File: src/rtl/fracacc_pkg.sv
package fracacc_pkg;
  typedef struct packed {
    logic addStep;
    logic halfLsb;
  } accCtrl_t;
endpackage

File: src/rtl/fracacc_ctrl.sv
module fracacc_ctrl
  import fracacc_pkg::*;
#(
  parameter bit DITHER_EN = 1'b1
) (
  input  logic     tickEn,
  input  logic     ditherSel,
  output accCtrl_t ctrl
);
  generate
    if (DITHER_EN) begin : g_dither
      always_comb begin
        ctrl.addStep = tickEn;
        ctrl.halfLsb = ditherSel;
      end
    end else begin : g_noDither
      always_comb begin
        ctrl.addStep = tickEn;
        ctrl.halfLsb = 1'b0;
      end
    end
  endgenerate
endmodule

File: src/rtl/fracacc_dp.sv
module fracacc_dp
  import fracacc_pkg::*;
#(
  parameter int FRAC_W = 18
) (
  input  logic              clk,
  input  logic              rstN,
  input  logic [FRAC_W-1:0] fracWord,
  input  accCtrl_t          ctrl,
  output logic              carryOut,
  output logic [FRAC_W:0]   accState
);
  localparam int ACC_W = FRAC_W + 1;

  logic [ACC_W-1:0] accReg;
  logic [ACC_W:0]   sumWide;

  always_comb begin
    sumWide = {1'b0, accReg} + {1'b0, fracWord, ctrl.halfLsb};
  end

  always_ff @(posedge clk or negedge rstN) begin
    if (!rstN) begin
      accReg   <= '0;
      carryOut <= 1'b0;
    end else if (ctrl.addStep) begin
      accReg   <= sumWide[ACC_W-1:0];
      carryOut <= sumWide[ACC_W];
    end else begin
      carryOut <= 1'b0;
    end
  end

  assign accState = accReg;
endmodule

File: src/rtl/frac_dither_accum.sv
module frac_dither_accum
  import fracacc_pkg::*;
#(
  parameter int FRAC_W    = 18,
  parameter bit DITHER_EN = 1'b1
) (
  input  logic              clk,
  input  logic              rstN,
  input  logic [FRAC_W-1:0] fracWord,
  input  logic              ditherSel,
  input  logic              tickEn,
  output logic              carryOut
);
  accCtrl_t        ctrlBus;
  logic [FRAC_W:0] accState;

  fracacc_ctrl #(.DITHER_EN(DITHER_EN)) u_ctrl (
    .tickEn   (tickEn),
    .ditherSel(ditherSel),
    .ctrl     (ctrlBus)
  );

  fracacc_dp #(.FRAC_W(FRAC_W)) u_dp (
    .clk     (clk),
    .rstN    (rstN),
    .fracWord(fracWord),
    .ctrl    (ctrlBus),
    .carryOut(carryOut),
    .accState(accState)
  );
endmodule

File: config.mk
export PLATFORM = sky130hd
export DESIGN_NAME = frac_dither_accum
export DESIGN_NICKNAME = d
export VERILOG_FILES = /design/src/rtl/fracacc_pkg.sv /design/src/rtl/fracacc_ctrl.sv /design/src/rtl/fracacc_dp.sv /design/src/rtl/frac_dither_accum.sv
export SDC_FILE = /design/constraint.sdc
export NUM_CORES = 1
export LEC_CHECK = 0
export BUFFER_PORTS_ARGS = -buffer_cell sky130_fd_sc_hd__buf_4
export CORE_ASPECT_RATIO = 1.4
export CORE_MARGIN = 3
export CORE_UTILIZATION = 45
export DETAILED_ROUTE_END_ITERATION = 12
export GPL_TIMING_DRIVEN = 0
export SYNTH_ARGS = -nofsm -noshare
export SYNTH_HDL_FRONTEND = slang
export SYNTH_HIERARCHICAL = 1
export SYNTH_SLANG_ARGS = --single-unit
File: constraint.sdc
create_clock -name clk -period 5.27 [get_ports clk]
set_clock_uncertainty 0.05 [all_clocks]
set_input_delay 0.2635 -clock clk [delete_from_list [all_inputs] [get_ports clk]]
set_output_delay 0.2635 -clock clk [all_outputs]
set_load 0.02 [all_outputs]
==> impl_metrics.env <==
export IMPL_dieArea_um2=4560
export IMPL_synth_cell_types=47
export IMPL_gp_congestion=0.802
export IMPL_synth_area_leader_cell="dfrtp_1"
export IMPL_max_cap_viol_count=0
export IMPL_vias=1408
export IMPL_fin_crit_sh_pct=49.0
export IMPL_arrival_ps=2690
export IMPL_syn_to_final_growth_pct=16.6
export IMPL_max_freq_mhz=387
export IMPL_setup_violations=0
export IMPL_finalHoldViolCount=0
export IMPL_drc=0
export IMPL_vdd_drop_max_v=0.000311
export IMPL_drive_above_1_share_pct=22.8
export IMPL_grt_overflow_total=0
export IMPL_finalNetCount=245
export IMPL_startpoint_type="register"
export IMPL_first_pass_iters=4
export IMPL_r2r_setup_slack_ps=2690
export IMPL_io_pins=23
export IMPL_die_h_um=78.7
export IMPL_setup_tns_ps=0
export IMPL_holdPathStages=3
export IMPL_tritoncts="yes"
export IMPL_grt_pass1_vias=1491
export IMPL_cts_buffers=3
export IMPL_synth_async_reset_ratio_pct=100
export IMPL_hold_class="input pin to register"
export IMPL_worst_r2r_cell_count=10
export IMPL_viasPerCell=5.82
export IMPL_worstMarginPinSlew_ps=654
export IMPL_placed_cells_incl_taps=237
export IMPL_worstSkewPairLatency_ps=270
export IMPL_fin_cells=242
export IMPL_synth_top_area_share_pct=29.5
export IMPL_reg2reg_to="u_dp/accState[12]"
export IMPL_crit_type="register to register"
export IMPL_grt_pass1_wl_um=6490
export IMPL_syn_area_per_cell_um2=9.59
export IMPL_p_per_area_nw_per_um2=619
export IMPL_top_layer="met4"
export IMPL_endpoint_kind="register"
export IMPL_grtUsageTotal_pct=18.1
export IMPL_clock_root_buffer="clkbuf_8"
export IMPL_fin_ws_ps=2690
export IMPL_worst_path_max_fanout=4
export IMPL_cts_clk_slew_worst_paths_ps=90
export IMPL_wl_met3_um=133
export IMPL_start_util_pct=48.5
export IMPL_ys_flop_type="dfrtp_1"
export IMPL_ys_seq_area_share_pct=29.5
export IMPL_wl_met1_um=1530
export IMPL_status="finished clean"
export IMPL_ys_warn_count=6
export IMPL_drt_total_wl_um=3670
export IMPL_min_period_ps=2580
export IMPL_relSlewSlack_pct=56.4
export IMPL_cts_buffer_depth=2
export IMPL_drt_initial_drc_count=37
export IMPL_hp_start="tickEn"
export IMPL_core_area_um2=3500
export IMPL_antenna_found_initial=0
export IMPL_fillers=334
export IMPL_wl_met2_um=1970
export IMPL_leakage_uw=0.000897
export IMPL_drv_slew=0
export IMPL_antenna_left=0
export IMPL_cts_sinks=20
export IMPL_hold_path_end="u_dp/accState[17]"
export IMPL_ys_seq_elements=20
export IMPL_die_w_um=57.9
export IMPL_ys_top_cells_by_area="dfrtp_1, ha_1, mux2_2"
export IMPL_rsz0062_at_grt="false"
export IMPL_syn_area_um2=1700
export IMPL_post_cts_resize_count=0
export IMPL_synth_edff_count=0
export IMPL_diodes=0
export IMPL_syn_num_nets=219
export IMPL_syn_instance_count=177
export IMPL_io_buffers=20
export IMPL_wl_per_cell_um=15.2
export IMPL_hpwl_um=2840
export IMPL_h_tree_depth=1
export IMPL_crit_required_ps=5380
export IMPL_r2r_start="u_dp/accState[0]"
export IMPL_fp_row_count=25
export IMPL_grt_max_degree=21
export IMPL_post_place_ws_ps=2700
power by group:
group	internal (uW)	leakage, uW	switching [uW]	total [uW]
Combinational	378	0.000628	416	794
Clock	102	0.0000357	56.9	158
Sequential	234	0.000233	38.9	273
cell usage after synthesis, types with 2 or more instances:
cell type / number
nand2_1: 8
o21ai_0: 6
and3_1: 2
o211ai_1: 4
o21ai_1: 3
a31oi_1: 4
buf_4: 2
nor2b_1: 4
nand3_1: 3
ha_1: 19
o21a_1: 2
dfrtp_1: 20
a31oi_2: 2
nand4_1: 3
xnor2_1: 10
mux2_2: 11
or2_1: 2
xor2_1: 2
a21o_1: 7
o21ai_2: 2
nor2_1: 12
a21oi_1: 14
inv_1: 9
a211oi_1: 3
flip-flops by register name, summed over array words and instances (netlist names):
signal and count:
u_dp/accState 19, u_dp/carryOut 1
routing by layer:
metal	GRT usage [%]	vias up
li1	-	712
met2	33.1	28
met1	20.9	664
met3	2.14	4
met4	6.50	0
met5	0	-
logic make-up after synthesis:
| family | share of synthesized area [%] |
|---|---|
| AO/OA/AOI/OAI | 24.7 |
| buffers and inverters | 3.83 |
| multiplexers | 8.77 |
| XOR/XNOR | 6.19 |
| flip-flops | 29.5 |
| AND/OR/NAND/NOR | 11.9 |
| adder cells (fa/ha/maj) | 15.2 |
placed cells by master (no fill, tap or decap), types with 2 or more instances in the layout:
cell      count
o21ai_0       6
ha_1         19
nand2_1       8
a31oi_2       2
or2_1         2
a21oi_1      14
a211oi_1      3
a31oi_1       4
o21ai_1       3
xnor2_1      10
dfrtp_1      20
and3_1        2
clkbuf_8      3
nor2_1       12
nand4_1       3
o211ai_1      4
xor2_1        2
o21a_1        2
o21ai_2       2
inv_1         9
mux2_2       11
a21o_1        7
nand3_1       3
buf_4        22
nor2b_1       4
what timing repair did:
item | 4_1_cts | 5_1_grt
buffers inserted | 0 | 0
hold buffers | 1 | 0
endpoints found under the hold margin | 20 | 0
worst max-delay path: stages, from the launching register on:
cell	delay [ps]
dfrtp_1	360
ha_1	240
inv_1	70
fa_1	410
nor2b_1	190
o2111ai_1	160
a21oi_1	220
or2_1	230
a31oi_1	140
xnor2_1	140
mux2_2	260
stage by stage:
| step | instance area [um2] | hold WS (ps) | total power [uW] | utilization, % |
|---|---|---|---|---|
| 6_report | 1980 | 257 | 1230 | 56.5 |
| 5_1_grt | 1980 | 254 | 1360 | 56.5 |
| 4_1_cts | 1980 | 253 | 1240 | 56.5 |
| 3_5_place_dp | 1900 | 120 | 1070 | 54.2 |
| 3_3_place_gp | 1900 | 119 | 1040 | 54.2 |
| 2_1_floorplan | 1700 | -82.1 | 917 | - |
layout make-up:
class	count	area [um2]	share of cell area, %
Tap cell	40	50.0	2.53
Clock inverter	1	30.0	1.52
Buffer	5	31.3	1.58
Multi-Input combinational cell	143	1130	57.2
Inverter	9	33.8	1.71
Sequential cell	20	500	25.3
Timing Repair Buffer	21	160	8.09
Clock buffer	3	41.3	2.09
how the worst max path moves through the flow:
stage / slack (ps) / to / startpoint
CTS: 2670 / u_dp/accState[12] / u_dp/accState[0]
finish: 2690 / u_dp/accState[12] / u_dp/accState[0]
global placement: 2710 / u_dp/accState[12] / u_dp/accState[0]
global route: 2460 / u_dp/accState[12] / u_dp/accState[0]
floorplan: 3010 / u_dp/accState[12] / ditherSel
detailed placement: 2700 / u_dp/accState[12] / u_dp/accState[0]
Note: power is estimated with default switching activity, not from simulation.
